--- config.mk ---
export PLATFORM = sky130hd
export DESIGN_NAME = instr_queue
export DESIGN_NICKNAME = d
export VERILOG_FILES = /design/src/rtl/iq_pkg.sv /design/src/rtl/iq_store.sv /design/src/rtl/iq_ctrl.sv /design/src/rtl/instr_queue.sv
export SDC_FILE = /design/constraint.sdc
export NUM_CORES = 1
export LEC_CHECK = 0
export BUFFER_PORTS_ARGS = -buffer_cell sky130_fd_sc_hd__buf_2
export CAP_MARGIN = 10
export CORE_ASPECT_RATIO = 0.75
export CORE_MARGIN = 2
export CORE_UTILIZATION = 50
export DETAILED_ROUTE_END_ITERATION = 8
export PLACE_DENSITY = 0.68
export SLEW_MARGIN = 20
export SYNTH_ARGS = -nofsm -noshare
export SYNTH_HDL_FRONTEND = slang
export SYNTH_HIERARCHICAL = 1
export SYNTH_SLANG_ARGS = --single-unit
--- constraint.sdc ---
create_clock -name clk -period 4.6 [get_ports clk]
set_input_delay 0.92 -clock clk [delete_from_list [all_inputs] [get_ports clk]]
set_output_delay 0.92 -clock clk [all_outputs]
set_load 0.05 [all_outputs]
--- src/rtl/iq_pkg.sv ---
package iq_pkg;
  typedef enum logic [1:0] {
    OP_NORMAL = 2'b00,
    OP_KILL   = 2'b01,
    OP_CLOG   = 2'b10,
    OP_UNCLOG = 2'b11
  } opKind_t;

  // strobes from control to datapath
  typedef struct packed {
    logic push;
    logic pop;
    logic loadKill;
    logic decKill;
  } qStrobe_t;
endpackage

--- src/rtl/iq_store.sv ---
module iq_store
  import iq_pkg::*;
#(
  parameter int DEPTH   = 8,
  parameter int INSTR_W = 16,
  parameter int CNT_W   = 6
) (
  input  logic               clk,
  input  logic               rstN,
  input  qStrobe_t           strb,
  input  logic [INSTR_W-1:0] inInstr,
  output logic [INSTR_W-1:0] headInstr,
  output logic               empty,
  output logic               full,
  output logic [CNT_W-1:0]   killCnt
);
  localparam int AW = $clog2(DEPTH);

  logic [INSTR_W-1:0] mem [DEPTH];
  logic [AW:0] wrPtr, rdPtr;

  always_ff @(posedge clk) begin
    if (strb.push) mem[wrPtr[AW-1:0]] <= inInstr;
  end

  always_ff @(posedge clk) begin
    if (!rstN) begin
      wrPtr   <= '0;
      rdPtr   <= '0;
      killCnt <= '0;
    end else begin
      if (strb.push) wrPtr <= wrPtr + 1'b1;
      if (strb.pop)  rdPtr <= rdPtr + 1'b1;
      if (strb.loadKill)     killCnt <= headInstr[CNT_W-1:0];
      else if (strb.decKill) killCnt <= killCnt - 1'b1;
    end
  end

  // the extra top bit of each pointer tells a full queue from an empty one
  assign headInstr = mem[rdPtr[AW-1:0]];
  assign empty     = (wrPtr == rdPtr);
  assign full      = (wrPtr[AW] != rdPtr[AW]) && (wrPtr[AW-1:0] == rdPtr[AW-1:0]);
endmodule

--- src/rtl/iq_ctrl.sv ---
module iq_ctrl
  import iq_pkg::*;
#(
  parameter int INSTR_W = 16,
  parameter int CNT_W   = 6
) (
  input  logic               clk,
  input  logic               rstN,
  input  logic               inValid,
  input  logic [INSTR_W-1:0] inInstr,
  output logic               inReady,
  output logic               outValid,
  input  logic               outReady,
  input  logic               retire,
  input  logic [INSTR_W-1:0] headInstr,
  input  logic               empty,
  input  logic               full,
  input  logic [CNT_W-1:0]   killCnt,
  output qStrobe_t           strb
);
  opKind_t headOp, inOp;
  logic killOn, headKill, headClog, isUnclog, unclogHit, deliver, busy;

  assign headOp    = opKind_t'(headInstr[INSTR_W-1 -: 2]);
  assign inOp      = opKind_t'(inInstr[INSTR_W-1 -: 2]);
  assign killOn    = (killCnt != '0);
  assign headKill  = !killOn && !empty && (headOp == OP_KILL);
  assign headClog  = !killOn && !empty && (headOp == OP_CLOG);
  assign isUnclog  = (inOp == OP_UNCLOG);
  assign unclogHit = inValid && isUnclog && headClog;

  // an unclog is never stored: it waits for a clog at the head
  assign inReady  = isUnclog ? headClog : !full;
  assign outValid = !empty && !killOn && (headOp == OP_NORMAL) && !busy;
  assign deliver  = outValid && outReady;

  always_comb begin
    strb          = '0;
    strb.push     = inValid && inReady && !isUnclog;
    strb.loadKill = headKill;
    strb.decKill  = killOn && !empty;
    strb.pop      = strb.decKill || headKill || unclogHit || deliver;
  end

  always_ff @(posedge clk) begin
    if (!rstN)        busy <= 1'b0;
    else if (deliver) busy <= 1'b1;
    else if (retire)  busy <= 1'b0;
  end
endmodule

--- src/rtl/instr_queue.sv ---
module instr_queue
  import iq_pkg::*;
#(
  parameter int DEPTH   = 8,
  parameter int INSTR_W = 16,
  parameter int CNT_W   = 6
) (
  input  logic               clk,
  input  logic               rstN,
  input  logic               inValid,
  output logic               inReady,
  input  logic [INSTR_W-1:0] inInstr,
  output logic               outValid,
  input  logic               outReady,
  output logic [INSTR_W-1:0] outInstr,
  input  logic               retire
);
  qStrobe_t           strb;
  logic [INSTR_W-1:0] headInstr;
  logic               emptyW, fullW;
  logic [CNT_W-1:0]   killCnt;

  iq_store #(.DEPTH(DEPTH), .INSTR_W(INSTR_W), .CNT_W(CNT_W)) store_i (
    .clk(clk), .rstN(rstN), .strb(strb), .inInstr(inInstr),
    .headInstr(headInstr), .empty(emptyW), .full(fullW), .killCnt(killCnt)
  );

  iq_ctrl #(.INSTR_W(INSTR_W), .CNT_W(CNT_W)) ctrl_i (
    .clk(clk), .rstN(rstN), .inValid(inValid), .inInstr(inInstr),
    .inReady(inReady), .outValid(outValid), .outReady(outReady),
    .retire(retire), .headInstr(headInstr), .empty(emptyW), .full(fullW),
    .killCnt(killCnt), .strb(strb)
  );

  assign outInstr = headInstr;
endmodule

# == Yosys cells after proc, flatten, opt, wreduce, memory -nomap -nowiden ==
# Memory sizes are Yosys's and may differ from the RTL's. A register that Yosys moved wholly into a read port is not among the register bits.
# Cells that the tools add are included.
# classes
addsub,3
n_eq_ne,6
mux,9
reduce_logical,24
# op_table
op,count
1-bit logical AND,12
6-bit 2-to-1 mux,2
4-bit by 1-bit adder with 4-bit output (second input constant),2
3-bit 2-to-1 mux,2
6-bit nonzero test,1
6-bit by 1-bit subtractor with 6-bit output (second input constant),1
1-bit zero test,5
1-bit 2-to-1 mux,5
2-bit equality test (second input constant),2
4-bit equality test,1
2-bit nonzero test,2
3-bit equality test,1
1-bit logical OR,3
2-bit by 1-bit equality test with 1-bit output (second input constant),1
2-bit zero test,1
1-bit inequality test,1
# totals
register_bits,15
ram_bits,128
inputBits,21
output_inout_bits,18
wordCells,47
mem_count,1
# memory_table
name,words,word_bits,rd,rd_ports_with_merged_regs,wr,line,rtl
store_i.mem,8,16,1,1,1,iq_store.sv:19,logic [INSTR_W-1:0] mem [DEPTH];

# == Longest topological paths before layout ==
# logic_depth
depth_word,9
depth_mapped,10

# == Cells and area by module ==
# The synthesis kept the hierarchy.
# by_module_without_submodules
mod,instances,cells_per_inst,area_per_inst_um2,seq_area_each_um2
iq_store,1,273,5620.4,4184.0
iq_ctrl,1,25,167.7,20.0

# == Worst setup path before layout ==
# No wires, ideal clock.
# synth_timing
kind,register -> output
from,register with a tool-made name
to,output port inReady
t_arrival_ns,2.757
required_ns,3.680
path_slack_ns,0.923
path_stages_with_launch,8
cell_sequence,dfxtp_1 buf_2 buf_2 mux4_2 mux2_2 nor2_1 nand3_1 o22ai_1
# synth_lines
element,line,rtl
"end, declared",instr_queue.sv:11,"output logic inReady,"

==> impl_metrics.yaml <==
clock_tree:
  cts_root_buf: "clkbuf_16"
  postCtsResizedCells: 0
  cts_tree: "done"
  clk_latency_ns: 0.41
  htreeDepth: 4
  hold_buffers: 0
  cts_buffers: 17
  cts.sinks: 146
  cts_buffer_depth: 2
  postCtsSetupRepairBufs: 0
  clkTransAtPathRegs_ns: 0.06
job:
  drv_cap: 0
worst_hold_path:
  whs_path_depth: 2
  min-delay-start: "ctrl_i/busy"
  hold_end: "ctrl_i/busy"
  hp-class: "flip-flop to flip-flop"
run_status:
  outcome: "finished, final reports clean"
sta:
  timing.final.ws_setup_ns: 0.872
  period_minus_slack_ns: 3.73
  holdWs_ns: 0.522
  finClkSkew_ns: 0.00672
  finalHoldViolCount: 0
  slew_violations: 0
  final.setup.tns_ns: 0
  finalSetupViolations: 0
  rsz0062_at_grt: "false"
  tightest_slew_ns: 0.888
  finalCritPeriodShare: 0.810
  slew-limit-headroom: 0.407
  max_freq_mhz: 268
grt:
  grt_max_degree: 18
  grt.overflow.total: 0
  grt_pass1_vias: 2925
  antenna_found_initial: 0
  grt_pass1_wl_um: 16700
  grt_usage: 0.186
critical_path:
  r2r_start: "store_i/wrPtr[2]"
  critPathRequiredTime_ns: 3.68
  ff2ff_setup_slack_ns: 1.91
  startpoint_type: "flip-flop"
  timing.rr.end: "store_i/mem[4][8]"
  worstRegToRegCells: 7
  worst-setup-path-type: "flip-flop to output port"
  critPathCaptureType: "output port"
  critical_path_arrival_ns: 2.81
  crit_fanout: 17
cells_and_area:
  final_nets: 381
  syn_to_final_growth_pct: 18.1
  drive_gt1_frac: 0.373
  layout_commonest_cell: "edfxtp_1"
  layout_common_cells: "128 x edfxtp_1, 38 x buf_2, 29 x mux4_2"
  final_area_sq_mm: 0.00684
  diodes: 0
  fillers: 795
power_and_ir_drop:
  switching_share: 0.303
  switchingPower_mw: 1.23
  clkPwrFrac: 0.358
  power.internal_mw: 2.83
  total_leakage_power_nw: 2.35
  sequentialPowerShare: 0.391
  ir_drop_mv: 0.278
  comb_power_share: 0.251
  finalPower_mw: 4.06
  powerDensity_mw_per_mm2: 594
logic_synthesis:
  synth_area_sq_mm: 0.00579
  syn_area_per_cell_sq_um: 19.4
  ys_ff_latch: 146
  synthFlopType: "edfxtp_1"
  post-synth-top-area-cell: "edfxtp_1"
  synthCells: 298
  synthArstFlopShare: 0
  netlist_top_cells_area: "edfxtp_1 66%, mux4_2 11%, dfxtp_1 6.2%"
  yosysUniqueCellTypes: 40
  synth_top_area_share: 0.664
  mappedNetlistNets: 322
  yosysSeqAreaShare: 0.726
  synth_edf_count: 128
  yosysWarnings: 6
drt:
  firstDrtPassIters: 4
  drc_errors: 0
  vias: 2876
  drt-total-wl_um: 10700
  drtIter0Drc: 226
  drtAntennaViolNets: 0
  vias_per_cell: 5.64
  wl_per_cell_um: 20.9
floorplanning:
  core_area_sq_mm: 0.0111
  row_count: 33
  die_w_um: 128
  io_pins: 39
  start_util: 0.521
  die_h_um: 97.2
  design.die.area_sq_mm: 0.0125
place:
  io_buffer_count: 38
  place_area_sq_mm: 0.00620
  dp_slack_ns: 1.30
  dpl.hpwl_um: 6580
  place_congestion: 0.735
flip-flops by register name, summed over array words and instances, names as in the netlist, named ones only:
name	flops
store_i/killCnt	6
ctrl_i/busy	1
store_i/mem	128
store_i/rdPtr	4
store_i/wrPtr	4
worst max-delay path: stages (launching register included):
cell and delay (ns):
dfxtp_1 0.83, buf_4 0.44, mux4_1 0.61, mux2_2 0.29, buf_2 0.21
synthesized netlist by cell type (5+ instances only):
library cell	n
nor2_1	13
mux2_2	16
nand2_1	10
buf_2	5
nor2b_1	5
xnor2_1	11
and2_1	7
mux4_2	29
edfxtp_1	128
dfxtp_1	18
power groups by stage:
stage,clock (mW),combinational (mW),sequential [mW]
2_1_floorplan,0,0.865,1.56
3_3_place_gp,0,1.01,1.62
3_5_place_dp,0,1.02,1.62
4_1_cts,1.48,1.02,1.59
5_1_grt,1.53,1.09,1.60
6_report,1.45,1.02,1.59
worst max-delay path by stage:
| stage | startpoint | endpoint | slack [ns] | cells past startpoint |
|---|---|---|---|---|
| 2_1_floorplan | flip-flop | inReady | 0.92 | 7 |
| 3_3_place_gp | flip-flop | outInstr[3] | 1.33 | 4 |
| 3_5_place_dp | flip-flop | outInstr[0] | 1.30 | 4 |
| 4_1_cts | flip-flop | outInstr[0] | 0.83 | 4 |
| 5_1_grt | flip-flop | outInstr[0] | 0.75 | 4 |
| 6_report | flip-flop | outInstr[0] | 0.87 | 4 |
kinds of logic after synthesis:
group | Yosys count | share of synthesized area
XOR/XNOR | 13 | 0.0197
AND/OR/NAND/NOR | 57 | 0.0527
flip-flops | 146 | 0.726
AO/OA/AOI/OAI | 15 | 0.0210
buffers and inverters | 14 | 0.0128
multiplexers | 50 | 0.161
adder cells (fa/ha/maj) | 3 | 0.00649
stage by stage:
step | utilization | instances
2_1_floorplan | - | 298
3_3_place_gp | 0.558 | 478
3_5_place_dp | 0.558 | 478
4_1_cts | 0.616 | 510
5_1_grt | 0.616 | 510
6_report | 0.616 | 510
routing by layer:
layer / part of all wire / vias up / wire length [um] / track usage
met4: 0.010 / 0 / 110 / 0.0727
li1: - / 1313 / - / -
met2: 0.47 / 71 / 5020 / 0.274
met5: 0 / - / 0 / 0
met3: 0.044 / 9 / 465 / 0.0540
met1: 0.48 / 1483 / 5080 / 0.265
layout make-up:
class / instances / area [sq um] / area share
clock buffers: 17 / 425 / 0.0622
clock inverters: 15 / 209 / 0.0306
inverters: 3 / 11.3 / 0.00165
multi-input cells: 138 / 1520 / 0.223
flip-flops and latches: 146 / 4210 / 0.615
well taps: 140 / 175 / 0.0256
repair buffers: 51 / 288 / 0.0421
(Power assumes the default switching activity.)
